--- src/rtl/adc_twi_pkg.sv ---
package adc_twi_pkg;
  localparam int TWI_BYTE_W = 8;
  localparam int VREF_W     = 3;
  localparam int CHAN_W     = 4;

  // byte field positions that the register bank decodes
  localparam int POS_TARGET  = 7;
  localparam int POS_VREF_LO = 4;
  localparam int POS_EXTCLK  = 3;
  localparam int POS_BIPREQ  = 2;
  localparam int POS_KEEPCFG = 1;
  localparam int POS_CHAN_LO = 1;
  localparam int POS_SINGLE  = 0;

  typedef enum logic [2:0] {
    LK_IDLE,
    LK_ADDR,
    LK_WDATA,
    LK_ACK,
    LK_RDATA,
    LK_RACK,
    LK_SKIP
  } link_st_e;

  typedef struct packed {
    logic [VREF_W-1:0] vref;
    logic              ext_clk;
    logic              bip_req;
  } setup_t;

  typedef struct packed {
    logic [CHAN_W-1:0] chan;
    logic              single;
  } cfg_t;

  localparam setup_t SETUP_DEF = '{vref: '0, ext_clk: 1'b0, bip_req: 1'b0};
  localparam cfg_t   CFG_DEF   = '{chan: '0, single: 1'b1};
endpackage

--- src/rtl/twi_line_sync.sv ---
module twi_line_sync #(
  parameter int STAGES = 2
) (
  input  logic clk,
  input  logic rst_n,
  input  logic scl_in,
  input  logic sda_in,
  output logic scl_hi,
  output logic sda_hi,
  output logic scl_rise,
  output logic scl_fall,
  output logic start_ev,
  output logic stop_ev
);
  localparam int LAST = STAGES - 1;

  logic [STAGES-1:0] scl_sh, sda_sh;
  logic scl_d, sda_d;

  always_ff @(posedge clk or negedge rst_n) begin
    if (!rst_n) begin
      scl_sh <= '1;
      sda_sh <= '1;
      scl_d  <= 1'b1;
      sda_d  <= 1'b1;
    end else begin
      scl_sh <= {scl_sh[LAST-1:0], scl_in};
      sda_sh <= {sda_sh[LAST-1:0], sda_in};
      scl_d  <= scl_sh[LAST];
      sda_d  <= sda_sh[LAST];
    end
  end

  assign scl_hi   = scl_sh[LAST];
  assign sda_hi   = sda_sh[LAST];
  assign scl_rise = scl_hi & ~scl_d;
  assign scl_fall = ~scl_hi & scl_d;
  // a data edge counts as a bus condition only when the clock was high before and after
  assign start_ev = scl_hi & scl_d & sda_d & ~sda_hi;
  assign stop_ev  = scl_hi & scl_d & ~sda_d & sda_hi;
endmodule

--- src/rtl/twi_link.sv ---
module twi_link
  import adc_twi_pkg::*;
#(
  parameter int                BYTE_W   = 8,
  parameter logic [BYTE_W-2:0] DEV_ADDR = '0
) (
  input  logic              clk,
  input  logic              rst_n,
  input  logic              scl_hi,
  input  logic              sda_hi,
  input  logic              scl_rise,
  input  logic              scl_fall,
  input  logic              start_ev,
  input  logic              stop_ev,
  input  logic [BYTE_W-1:0] tx_byte,
  output logic              sda_pull,
  output logic              wr_en,
  output logic [BYTE_W-1:0] wr_byte
);
  localparam int              CNT_W    = $clog2(BYTE_W + 1);
  localparam logic [CNT_W-1:0] CNT_FULL = CNT_W'(BYTE_W);

  link_st_e          state;
  logic [CNT_W-1:0]  bit_cnt;
  logic [BYTE_W-1:0] rx_sh, tx_sh;
  logic              rd_mode, mst_ack;

  // named events for the checks below
  logic byte_done, addr_hit, rx_shift;
  assign byte_done = scl_fall && (bit_cnt == CNT_FULL);
  assign addr_hit  = (rx_sh[BYTE_W-1:1] == DEV_ADDR);
  assign rx_shift  = scl_rise && (bit_cnt != CNT_FULL);

  always_ff @(posedge clk or negedge rst_n) begin
    if (!rst_n) begin
      state    <= LK_IDLE;
      bit_cnt  <= '0;
      rx_sh    <= '0;
      tx_sh    <= '0;
      rd_mode  <= 1'b0;
      mst_ack  <= 1'b0;
      sda_pull <= 1'b0;
      wr_en    <= 1'b0;
      wr_byte  <= '0;
    end else begin
      wr_en <= 1'b0;
      if (start_ev) begin
        state    <= LK_ADDR;
        bit_cnt  <= '0;
        sda_pull <= 1'b0;
      end else if (stop_ev) begin
        state    <= LK_IDLE;
        sda_pull <= 1'b0;
      end else begin
        case (state)
          LK_ADDR, LK_WDATA: begin
            if (rx_shift) begin
              rx_sh   <= {rx_sh[BYTE_W-2:0], sda_hi};
              bit_cnt <= bit_cnt + 1'b1;
            end else if (byte_done) begin
              bit_cnt <= '0;
              if (state == LK_ADDR) begin
                if (addr_hit) begin
                  rd_mode  <= rx_sh[0];
                  sda_pull <= 1'b1;
                  state    <= LK_ACK;
                end else begin
                  state <= LK_SKIP;
                end
              end else begin
                wr_en    <= 1'b1;
                wr_byte  <= rx_sh;
                rd_mode  <= 1'b0;
                sda_pull <= 1'b1;
                state    <= LK_ACK;
              end
            end
          end
          LK_ACK: begin
            if (scl_fall) begin
              bit_cnt <= '0;
              if (rd_mode) begin
                tx_sh    <= tx_byte << 1;
                sda_pull <= ~tx_byte[BYTE_W-1];
                state    <= LK_RDATA;
              end else begin
                sda_pull <= 1'b0;
                state    <= LK_WDATA;
              end
            end
          end
          LK_RDATA: begin
            if (scl_rise) begin
              bit_cnt <= bit_cnt + 1'b1;
            end else if (scl_fall) begin
              if (bit_cnt == CNT_FULL) begin
                sda_pull <= 1'b0;
                state    <= LK_RACK;
              end else begin
                sda_pull <= ~tx_sh[BYTE_W-1];
                tx_sh    <= tx_sh << 1;
              end
            end
          end
          LK_RACK: begin
            if (scl_rise) begin
              mst_ack <= ~sda_hi;
            end else if (scl_fall) begin
              if (mst_ack) begin
                bit_cnt  <= '0;
                tx_sh    <= tx_byte << 1;
                sda_pull <= ~tx_byte[BYTE_W-1];
                state    <= LK_RDATA;
              end else begin
                state <= LK_SKIP;
              end
            end
          end
          default: ;
        endcase
      end
    end
  end

  AST_SDA_QUIET_SCL_HIGH: assert property (@(posedge clk) disable iff (!rst_n)
    ($past(scl_hi) && !$past(start_ev) && !$past(stop_ev)) |-> $stable(sda_pull));
  AST_SKIP_RELEASED: assert property (@(posedge clk) disable iff (!rst_n)
    (state == LK_SKIP) |-> !sda_pull);
  AST_WRITE_ON_FALL: assert property (@(posedge clk) disable iff (!rst_n)
    wr_en |-> $past(scl_fall));
  AST_WRITE_PULSE: assert property (@(posedge clk) disable iff (!rst_n)
    wr_en |=> !wr_en);
endmodule

--- src/rtl/cvt_ctrl_regs.sv ---
module cvt_ctrl_regs
  import adc_twi_pkg::*;
(
  input  logic                  clk,
  input  logic                  rst_n,
  input  logic                  wr_en,
  input  logic [TWI_BYTE_W-1:0] wr_byte,
  output setup_t                setup_q,
  output cfg_t                  cfg_q
);
  logic to_setup, keep_cfg;
  assign to_setup = wr_byte[POS_TARGET];
  assign keep_cfg = wr_byte[POS_KEEPCFG];

  always_ff @(posedge clk or negedge rst_n) begin
    if (!rst_n) begin
      setup_q <= SETUP_DEF;
      cfg_q   <= CFG_DEF;
    end else if (wr_en) begin
      if (to_setup) begin
        setup_q.vref    <= wr_byte[POS_VREF_LO +: VREF_W];
        setup_q.ext_clk <= wr_byte[POS_EXTCLK];
        setup_q.bip_req <= wr_byte[POS_BIPREQ];
        if (!keep_cfg) cfg_q <= CFG_DEF;
      end else begin
        cfg_q.chan   <= wr_byte[POS_CHAN_LO +: CHAN_W];
        cfg_q.single <= wr_byte[POS_SINGLE];
      end
    end
  end

  AST_SOFT_RST_CFG: assert property (@(posedge clk) disable iff (!rst_n)
    (wr_en && to_setup && !keep_cfg) |=> (cfg_q == CFG_DEF));
  AST_KEEP_CFG: assert property (@(posedge clk) disable iff (!rst_n)
    (wr_en && to_setup && keep_cfg) |=> $stable(cfg_q));
  AST_CFG_SPARES_SETUP: assert property (@(posedge clk) disable iff (!rst_n)
    (wr_en && !to_setup) |=> $stable(setup_q));
endmodule

--- src/rtl/cvt_code_fmt.sv ---
module cvt_code_fmt #(
  parameter int CODE_W = 8
) (
  input  logic signed [CODE_W:0] diff,
  input  logic                   bipolar,
  output logic [CODE_W-1:0]      code
);
  function automatic logic [CODE_W-1:0] fmt_code(input logic signed [CODE_W:0] d, input logic bip);
    int dv, hi, lo;
    dv = int'(d);
    hi = (1 << (CODE_W - 1)) - 1;
    lo = -(1 << (CODE_W - 1));
    if (!bip) begin
      fmt_code = (dv < 0) ? '0 : d[CODE_W-1:0];
    end else if (dv > hi) begin
      fmt_code = {1'b0, {(CODE_W-1){1'b1}}};
    end else if (dv < lo) begin
      fmt_code = {1'b1, {(CODE_W-1){1'b0}}};
    end else begin
      fmt_code = d[CODE_W-1:0];
    end
  endfunction

  assign code = fmt_code(diff, bipolar);
endmodule

--- src/rtl/adc_twi_frontend.sv ---
module adc_twi_frontend
  import adc_twi_pkg::*;
#(
  parameter int         CODE_W      = 8,
  parameter logic [6:0] DEV_ADDR    = 7'h64,
  parameter int         SYNC_STAGES = 2
) (
  input  logic                   clk,
  input  logic                   rst_n,
  input  logic                   scl_in,
  input  logic                   sda_in,
  output logic                   sda_pull,
  input  logic signed [CODE_W:0] conv_diff,
  output logic [VREF_W-1:0]      vref_sel,
  output logic                   ext_clk_sel,
  output logic                   bipolar_mode,
  output logic [CHAN_W-1:0]      chan_sel,
  output logic                   single_end
);
  logic scl_hi, sda_hi, scl_rise, scl_fall, start_ev, stop_ev;
  logic                  wr_en;
  logic [TWI_BYTE_W-1:0] wr_byte;
  logic [CODE_W-1:0]     rd_code;
  setup_t                setup_q;
  cfg_t                  cfg_q;

  twi_line_sync #(.STAGES(SYNC_STAGES)) u_sync (
    .clk(clk), .rst_n(rst_n), .scl_in(scl_in), .sda_in(sda_in),
    .scl_hi(scl_hi), .sda_hi(sda_hi), .scl_rise(scl_rise), .scl_fall(scl_fall),
    .start_ev(start_ev), .stop_ev(stop_ev)
  );

  twi_link #(.BYTE_W(TWI_BYTE_W), .DEV_ADDR(DEV_ADDR)) u_link (
    .clk(clk), .rst_n(rst_n), .scl_hi(scl_hi), .sda_hi(sda_hi),
    .scl_rise(scl_rise), .scl_fall(scl_fall), .start_ev(start_ev), .stop_ev(stop_ev),
    .tx_byte(rd_code), .sda_pull(sda_pull), .wr_en(wr_en), .wr_byte(wr_byte)
  );

  cvt_ctrl_regs u_regs (
    .clk(clk), .rst_n(rst_n), .wr_en(wr_en), .wr_byte(wr_byte),
    .setup_q(setup_q), .cfg_q(cfg_q)
  );

  // single-ended inputs are always coded unipolar
  assign bipolar_mode = setup_q.bip_req & ~cfg_q.single;

  cvt_code_fmt #(.CODE_W(CODE_W)) u_fmt (
    .diff(conv_diff), .bipolar(bipolar_mode), .code(rd_code)
  );

  assign vref_sel    = setup_q.vref;
  assign ext_clk_sel = setup_q.ext_clk;
  assign chan_sel    = cfg_q.chan;
  assign single_end  = cfg_q.single;
endmodule

--- config.mk ---
export PLATFORM = sky130hd
export DESIGN_NAME = adc_twi_frontend
export DESIGN_NICKNAME = d
export VERILOG_FILES = /design/src/rtl/adc_twi_pkg.sv /design/src/rtl/twi_line_sync.sv /design/src/rtl/twi_link.sv /design/src/rtl/cvt_ctrl_regs.sv /design/src/rtl/cvt_code_fmt.sv /design/src/rtl/adc_twi_frontend.sv
export SDC_FILE = /design/constraint.sdc
export NUM_CORES = 1
export LEC_CHECK = 0
export BUFFER_PORTS_ARGS = -buffer_cell sky130_fd_sc_hd__clkbuf_2
export CAP_MARGIN = 20
export CORE_MARGIN = 2
export CORE_UTILIZATION = 63
export DETAILED_ROUTE_END_ITERATION = 6
export PLACE_DENSITY = 0.84
export SETUP_SLACK_MARGIN = 0.3
export SKIP_CTS_REPAIR_TIMING = 1
export SKIP_LAST_GASP = 1
export SYNTH_ARGS = -nofsm -noshare
export SYNTH_HDL_FRONTEND = slang
export SYNTH_SLANG_ARGS = --single-unit
--- constraint.sdc ---
create_clock -name clk -period 4.5 [get_ports clk]
set_clock_uncertainty 0.05 [all_clocks]
set_input_delay 0.225 -clock clk [delete_from_list [all_inputs] [get_ports clk]]
set_output_delay 0.225 -clock clk [all_outputs]
set_load 0.005 [all_outputs]
# Word-level counts from Yosys, hierarchy flattened
# Cells that the tools add are included.
[totals]
input_bits = 13
ff_bits = 51
[classes]
muxes = 63
addsub = 1
magnitude_cmp = 3
n_eq_ne = 35
bitwise = 19
n_reduce_logical = 16
[op_table]
columns = ["operator", "n"]
rows = [
  ["8-bit two-way mux", 12],
  ["3-bit two-way mux", 13],
  ["4-bit two-way mux", 9],
  ["4-bit by 3-bit != test with 1-bit output, second input constant", 6],
  ["8-bit one-hot mux with 3 select lines", 1],
  ["1-bit two-way mux", 22],
  ["4-bit != test, second input constant", 4],
  ["4-bit one-hot mux with 4 select lines", 1],
  ["2-bit by 1-bit != test with 1-bit output, second input constant", 6],
  ["3-bit by 2-bit != test with 1-bit output, second input constant", 4],
  ["3-bit one-hot mux with 4 select lines", 1],
  ["6-bit AND reduction", 2],
  ["1-bit inverter", 11],
  ["11-bit AND reduction", 1],
  ["5-bit two-way mux", 2],
  ["2-bit != test, second input constant", 5],
  ["10-bit AND reduction", 1],
  ["9-bit by 8-bit > comparator with 1-bit output, second input constant", 1],
  ["9-bit by 1-bit < comparator with 1-bit output, second input constant", 1],
  ["9-bit by 8-bit < comparator with 1-bit output, second input constant", 1],
  ["9-bit AND reduction", 1],
  ["1-bit AND", 8],
  ["4-bit AND reduction", 2],
  ["8-bit AND reduction", 1],
  ["17 further kinds", 21],
]

# Logic depth before layout (Yosys ltp)
# Gate-level depths: netlist (run 1).
[depth]
depth_word = 11
ltp_mapped = 8

# Modules after synthesis
# Synthesis (run 1) repeated with hierarchy kept, for this count alone.
[hier_totals]
hier_cells = 231
area_unflattened_um2 = 2652.5
[by_module_without_submodules]
columns = ["module", "area_each_um2", "cells_each", "seq_area_each_um2", "instances"]
rows = [
  ["twi_link", 1943.1, 181, 850.8, 1],
  ["cvt_ctrl_regs", 387.9, 26, 251.5, 1],
  ["twi_line_sync", 190.2, 10, 157.7, 1],
  ["cvt_code_fmt", 117.6, 13, 0.0, 1],
  ["adc_twi_frontend", 13.8, 1, 0.0, 1],
]

# Worst setup path before layout (run 1)
# No wires, ideal clock.
[synth_path]
path_kind = "register to register"
from = "reg u_link.bit_cnt[0]"
to = "reg u_link.bit_cnt[3]"
path_stages_with_launch = 9
path_slack_ns = 2.330
setup_ns = 0.101
required_time_ns = 4.349
arrival_ns = 2.019
path_cell_list = "dfrtp_1 > inv_1 > ha_1 > and3b_1 > buf_6 > or3_4 > a311oi_4 > nand3_2 > o32ai_1"
[synth_via]
elab_chain_len = 6
elab_cells_between_ends = 12
classes_between = "add/sub (1); eq/ne (3); mux (5); reduce/logical (3)"
[synth_lines]
columns = ["element", "line", "source"]
rows = [
  ["start: declaration", "twi_link.sv:24", "logic [CNT_W-1:0] bit_cnt;"],
  ["start signal: assignment", "twi_link.sv:59", "bit_cnt <= bit_cnt + 1'b1;"],
  ["start signal: assignment", "twi_link.sv:94", "bit_cnt <= bit_cnt + 1'b1;"],
  ["parallel branches: the longest is 6 deep, another holds 4-bit by 1-bit adder with 4-bit output", "--", ""],
]
# Parallel ways; which one is timed is not known. The select of a mux whose other input is x is not followed.
# A chain may end at the register's enable or synchronous reset.

# Worst setup path in the final report (run 1)
# Same ends and word-level chain as after synthesis.

==> results of run 1 <==
## where the power goes
part,internal (W),leakage (nW),total (W),switching (W)
Clock,0.000110,0.0385,0.000252,0.000142
Combinational,0.000103,0.567,0.000196,0.0000935
Sequential,0.000499,0.660,0.000565,0.0000665
Total,0.000712,1.27,0.00101,0.000302
## state kept, by name, indices dropped and copies added (netlist names), 2 cells and up
name            flops
u_link.rx_sh        8
u_link.wr_byte      8
u_link.tx_sh        7
u_regs.cfg_q        5
u_regs.setup_q      5
u_link.bit_cnt      4
u_link.state        3
u_sync.scl_sh       2
u_sync.sda_sh       2
## metal layers
metal / track usage, % / share of wire [%]
met4: 8.16 / 0.49
met2: 36.8 / 50
met5: 0 / 0
met3: 3.50 / 5.3
met1: 29.4 / 44
## cells by family after synthesis
family	synth area share (%)
simple gates	13.2
flops	49.6
compound gates	13.8
mux	14.5
buf+inv	4.87
fa+ha+maj	3.74
xor+xnor	0.345
## synthesized netlist by cell type, drive strengths merged (2+ instances only)
| cell type | n | share of area [%] |
|---|---|---|
| o32ai | 2 | 0.69 |
| nand2 | 25 | 3.7 |
| o31ai | 2 | 0.59 |
| clkbuf | 7 | 1.0 |
| maj3 | 7 | 2.8 |
| a22o | 3 | 1.0 |
| nor2b | 5 | 1.2 |
| a2111oi | 2 | 1.5 |
| nor3 | 2 | 0.39 |
| a21oi | 12 | 2.4 |
| nor2 | 9 | 1.4 |
| dfrtp | 43 | 42 |
| or2 | 2 | 0.49 |
| a31oi | 2 | 0.49 |
| dfstp | 7 | 7.2 |
| nand2b | 4 | 0.98 |
| a21boi | 2 | 0.59 |
| inv | 17 | 2.5 |
| ha | 2 | 0.98 |
| mux2 | 30 | 13 |
| o211ai | 2 | 0.59 |
| nand3 | 3 | 0.79 |
| nand4 | 3 | 0.74 |
| nand4b | 3 | 1.0 |
| nor4bb | 2 | 0.79 |
| buf | 4 | 1.3 |
| o21ai | 14 | 2.8 |
| mux2i | 3 | 1.2 |
## worst max-delay path by stage
stage,from,to,slack [ns]
finish,u_link.bit_cnt[0],u_link.bit_cnt[3],2.15
global route,u_link.state[1],u_link.tx_sh[7],1.96
CTS,u_link.bit_cnt[0],u_link.bit_cnt[3],2.17
detailed placement,u_link.state[1],u_link.tx_sh[5],2.19
global placement,u_link.bit_cnt[0],u_link.bit_cnt[3],2.20
floorplan,u_link.bit_cnt[0],u_link.bit_cnt[3],2.33
## area by class of cell
type | instances | area, um2
Sequential cell | 50 | 1260
Fill cell | 276 | 1170
Multi-Input combinational cell | 155 | 1160
Timing Repair Buffer | 26 | 143
Clock buffer | 7 | 76.3
Inverter | 17 | 63.8
Tap cell | 50 | 62.6
Clock inverter | 1 | 7.51
## per-stage QoR
stage	setup slack, ns	hold slack, ns	instances	instance area (um2)
6_report	2.15	-0.0356	306	2770
5_1_grt	1.96	0.0316	306	2770
4_1_cts	2.17	-0.0549	304	2750
3_5_place_dp	2.19	0.265	296	2670
3_3_place_gp	2.20	0.263	296	2670
2_1_floorplan	2.33	-0.121	233	2540
## worst register-to-register path, delay by kind of cell, from the launching register on
kind	cells	cell delay, ns
fa+ha+maj	1	0.20
flops	1	0.41
simple gates	3	0.81
compound gates	2	0.73
buf+inv	1	0.06
==> flow_summary.json, run 1 <==
{
  "run_status": "finished with violations",
  "violations": "hold timing",
  "grt_max_degree": 51,
  "core_mm2": 0.00394,
  "cp.arrival_ns": 2.51,
  "wl_per_cell_um": 15.4,
  "die_area_mm2": 0.00456,
  "crit_cells": 7,
  "routabilityCongestion": 0.941,
  "antenna_found_initial": 0,
  "fin_setup_tns_ns": 0,
  "p_total_w": 0.00101,
  "cpPeakStageDelay_ns": 0.45,
  "leakagePower_nw": 1.27,
  "initial_core_util_pct": 64.5,
  "ys_ff_latch": 50,
  "grt_setup_unrepaired": "no",
  "cp_num_buf_inv": 1,
  "cts_root_buf": "clkbuf_8",
  "crit_family": "simple AND/OR/NAND/NOR gates",
  "wirelength_um": 4710,
  "end_kind": "flip-flop",
  "via_per_inst": 6.00,
  "r2r-end": "u_link.bit_cnt[3]",
  "ios": 24,
  "die_h_um": 67.5,
  "placementRows": 23,
  "utilization_pct": 70.3,
  "peakVddDrop_uv": 315,
  "crit_type": "flip-flop to flip-flop",
  "mostFrequentLayoutCell": "dfrtp_1",
  "hold_violations": 43,
  "critical_path.max_fanout": 8,
  "synth_fp_nets": 248,
  "synth_edf_count": 0,
  "cap_viol_max_count": 0,
  "pwr_density_cell_mw_per_mm2": 366,
  "timing.slew.headroom_pct": 37.0,
  "fin_nets": 270,
  "clockBufferDepth": 2,
  "yosysUniqueCellTypes": 47,
  "finalCritPeriodShare_pct": 52.3,
  "numPortBuffers": 23,
  "ant_nets": 0,
  "path_cells": "inv_1 -> ha_1 -> and3b_1 -> or3_4 -> a22oi_1 -> nand3_2 -> o32ai_1",
  "first_pass_iters": 4,
  "grt_usage_pct": 22.2,
  "drive_gt1_share_pct": 28.9,
  "hp-class": "input pin to asynchronous set/reset pin",
  "drt_iter0_drc": 210,
  "drv_slew": 0,
  "r2r_cells": 7,
  "die_w_um": 67.5,
  "startpoint_type": "flip-flop",
  "drc_errors": 0,
  "htreeDepth": 2,
  "cts_tree": "yes",
  "tightest_slew_ns": 0.936,
  "crit_required_ns": 4.65,
  "ys.warnings.count": 0,
  "holdWs_ns": -0.0356,
  "grt_pass1_vias": 1698,
  "final_cell_mix": "43 x dfrtp_1, 30 x mux2_2, 25 x nand2_1",
  "antenna_cells": 0,
  "grt_pass1_wl_um": 7580,
  "async_flop_share_pct": 100,
  "clk_pin_slew_ns": 0.09,
  "area_growth_pct": 9.01,
  "finalCriticalPeriod_ns": 2.35,
  "cts-buffers-inserted": 5,
  "synth_area_per_cell_um2": 10.9,
  "r2r_slack_ns": 2.15,
  "synthCells": 233,
  "fmax_mhz": 425,
  "rr_startpoint": "u_link.bit_cnt[0]",
  "critPathSlowestCell": "a22oi_1",
  "synth_top_flop_cell": "dfrtp_1",
  "ys_seq_area_share_pct": 49.6,
  "cts.sinks": 50,
  "grt_overflow": 0,
  "via_count": 1835,
  "setup_viol": 0,
  "clock_latency_ns": 0.30,
  "netlist_area_mm2": 0.00254,
  "dp_hpwl_um": 3300
}
Note: power is estimated with default switching activity, not from simulation.
==> run 2: changes to the inputs <==
ABC_AREA = 1   (was default)
CORE_UTILIZATION = 59   (was 63)
PLACE_DENSITY = 0.79   (was 0.84)
clock period = 2.31 ns   (was 4.5 ns; I/O delays follow)
==> run 2 against run 1 <==
  * The run now ends clean
  * Register-to-register slack lost 1.6 ns
  * Critical path type unchanged
  * Final cell count up 31%
  * Setup slack got worse by 1.6 ns
  * Clock-buffer cell count decreased by 2
==> flow_summary.json, run 2 <==
{
  "ios": 24,
  "ys_seq_area_share_pct": 47.9,
  "htreeDepth": 2,
  "utilization_pct": 66.6,
  "via_per_inst": 5.23,
  "grt_max_degree": 51,
  "async_flop_share_pct": 100,
  "cts.sinks": 50,
  "synth.largest_area_cell": "dfrtp_1",
  "cpPeakStageDelay_ns": 0.53,
  "clk_pin_slew_ns": 0.10,
  "drt_iter0_drc": 122,
  "setup_viol": 0,
  "initial_core_util_pct": 60.9,
  "dp_hpwl_um": 3480,
  "wirelength_um": 4820,
  "grt_setup_unrepaired": "no",
  "timing.slew.headroom_pct": 59.5,
  "grt_pass1_wl_um": 8590,
  "holdCritStartpoint": "conv_diff[5]",
  "netlist_area_mm2": 0.00263,
  "synthCells": 325,
  "cap_viol_max_count": 0,
  "leakagePower_nw": 1.47,
  "wl_per_cell_um": 12.0,
  "synth_area_per_cell_um2": 8.10,
  "crit_type": "flip-flop to flip-flop",
  "final_cell_mix": "94 x nand2_1, 43 x dfrtp_1, 37 x inv_1",
  "grt_pass1_vias": 1956,
  "fin_nets": 364,
  "hp-class": "input pin to flip-flop",
  "rr_startpoint": "u_link.state[1]",
  "finalCritPeriodShare_pct": 77.9,
  "cp.arrival_ns": 1.93,
  "grt.met1_usage_pct": 29.7,
  "ys.warnings.count": 0,
  "run_status": "complete, no violations",
  "top_usage_layer": "met2",
  "crit_family": "simple AND/OR/NAND/NOR gates",
  "grt_usage_pct": 21.5,
  "largestRegisters": "u_link.rx_sh (8), u_link.wr_byte (8), u_link.tx_sh (7)",
  "peakVddDrop_uv": 630,
  "drv_slew": 0,
  "fin_setup_tns_ns": 0,
  "ant_nets": 0,
  "finalCriticalPeriod_ns": 1.80,
  "antenna_cells": 0,
  "routabilityCongestion": 0.908,
  "clock_latency_ns": 0.31,
  "antenna_found_initial": 0,
  "min_to": "u_link.tx_sh[6]",
  "tightest_slew_ns": 0.607,
  "synth_edf_count": 0,
  "cts-buffers-inserted": 5,
  "synth_fp_nets": 340,
  "ys_ff_latch": 50,
  "synth_area_leaders": "dfrtp_1 41%, nand2_1 13%, dfstp_2 7.0%",
  "core_mm2": 0.00432,
  "crit_required_ns": 2.44,
  "cp_num_buf_inv": 1,
  "min_path_cells": 5,
  "r2r_slack_ns": 0.51,
  "area_growth_pct": 9.37,
  "fmax_mhz": 556,
  "critPathSlowestCell": "dfrtp_1",
  "hold_violations": 0,
  "regArea_mm2": 0.00126,
  "grt_overflow": 0,
  "use_met2_pct": 33.6,
  "drc_errors": 0,
  "die_area_mm2": 0.00501,
  "numPortBuffers": 23,
  "cts_tree": "yes",
  "synth_top_flop_cell": "dfrtp_1",
  "yosysUniqueCellTypes": 32,
  "cts_root_buf": "clkbuf_8",
  "multi_input_area_mm2": 0.00111,
  "clockBufferDepth": 2,
  "placementRows": 24,
  "r2r_cells": 8,
  "r2r-end": "u_link.tx_sh[1]",
  "critical_path.max_fanout": 14,
  "die_w_um": 70.8,
  "yosys.area.top_type_share_pct": 40.9,
  "startpoint_type": "flip-flop",
  "first_pass_iters": 4,
  "synth_common_cells": "94 x nand2_1, 43 x dfrtp_1, 37 x inv_1",
  "n_fill_cell": 364,
  "drive_gt1_share_pct": 21.1,
  "yosysMostFrequentCell": "nand2_1",
  "end_kind": "flip-flop",
  "grt_util_met3_pct": 3.99,
  "path_cells": "inv_4 -> nand2_4 -> nor2_2 -> nand2_1 -> o21ai_2 -> nor2_4 -> nor2_1 -> a21oi_1",
  "mostFrequentLayoutCell": "nand2_1",
  "die_h_um": 70.8,
  "via_count": 2103,
  "pwr_density_cell_mw_per_mm2": 977
}
## run 2: where the power goes
| group | internal [W] | switching [W] | leakage (nW) |
|---|---|---|---|
| clock network | 0.000330 | 0.000312 | 0.0563 |
| logic | 0.000330 | 0.000647 | 0.760 |
| registers | 0.00104 | 0.000152 | 0.652 |
| total | 0.00170 | 0.00111 | 1.47 |
## run 2: layer usage
metal	part of all wire, %	vias to the layer above
li1	-	1075
met5	0	-
met3	4.9	14
met4	2.3	0
met1	47	955
met2	46	59
## run 2: cell families after synthesis
group                    synth area share [%]
AND/OR/NAND/NOR                          30.4
buffers and inverters                    9.84
flip-flops                               47.9
AO/OA/AOI/OAI                            9.37
XOR/XNOR                                0.666
multiplexers                            0.856
adder cells (fa/ha/maj)                 0.951
## run 2: worst max path at each step
stage,start,end,slack (ns),cells after the start
6_report,u_link.state[1],u_link.tx_sh[1],0.51,8
3_3_place_gp,u_link.state[1],u_link.tx_sh[1],0.62,8
4_1_cts,u_link.state[1],u_link.tx_sh[4],0.51,8
3_5_place_dp,u_link.state[1],u_link.tx_sh[1],0.52,8
2_1_floorplan,u_link.bit_cnt[0],u_link.wr_byte[6],0.80,10
5_1_grt,u_link.state[1],u_link.tx_sh[4],0.39,8
## run 2: layout make-up
type                       count  area share (%)
multi-input combinational    221            38.7
sequential                    50            43.8
clock inverter                 3            1.70
clock buffer                   5            2.39
inverter                      44            5.91
tap                           52            2.26
timing repair buffer          27            5.30
## run 2: stage by stage
| step | power, W | instance area [um2] | hold WS (ns) | worst slack (ns) | cells |
|---|---|---|---|---|---|
| floorplan | 0.00200 | 2630 | -0.230 | 0.797 | 325 |
| global placement | 0.00214 | 2730 | 0.154 | 0.618 | 391 |
| detailed placement | 0.00216 | 2730 | 0.155 | 0.525 | 391 |
| CTS | 0.00282 | 2850 | -0.179 | 0.511 | 399 |
| global route | 0.00303 | 2880 | 0.117 | 0.385 | 402 |
| finish | 0.00281 | 2880 | 0.0986 | 0.510 | 402 |
## run 2: tightest hold or removal path: cells and delay by family
kind	cells	cell delay, ns
AOI/OAI and AO/OA	1	0.04
and+or+nand+nor	3	0.19
buffers and inverters	1	0.08
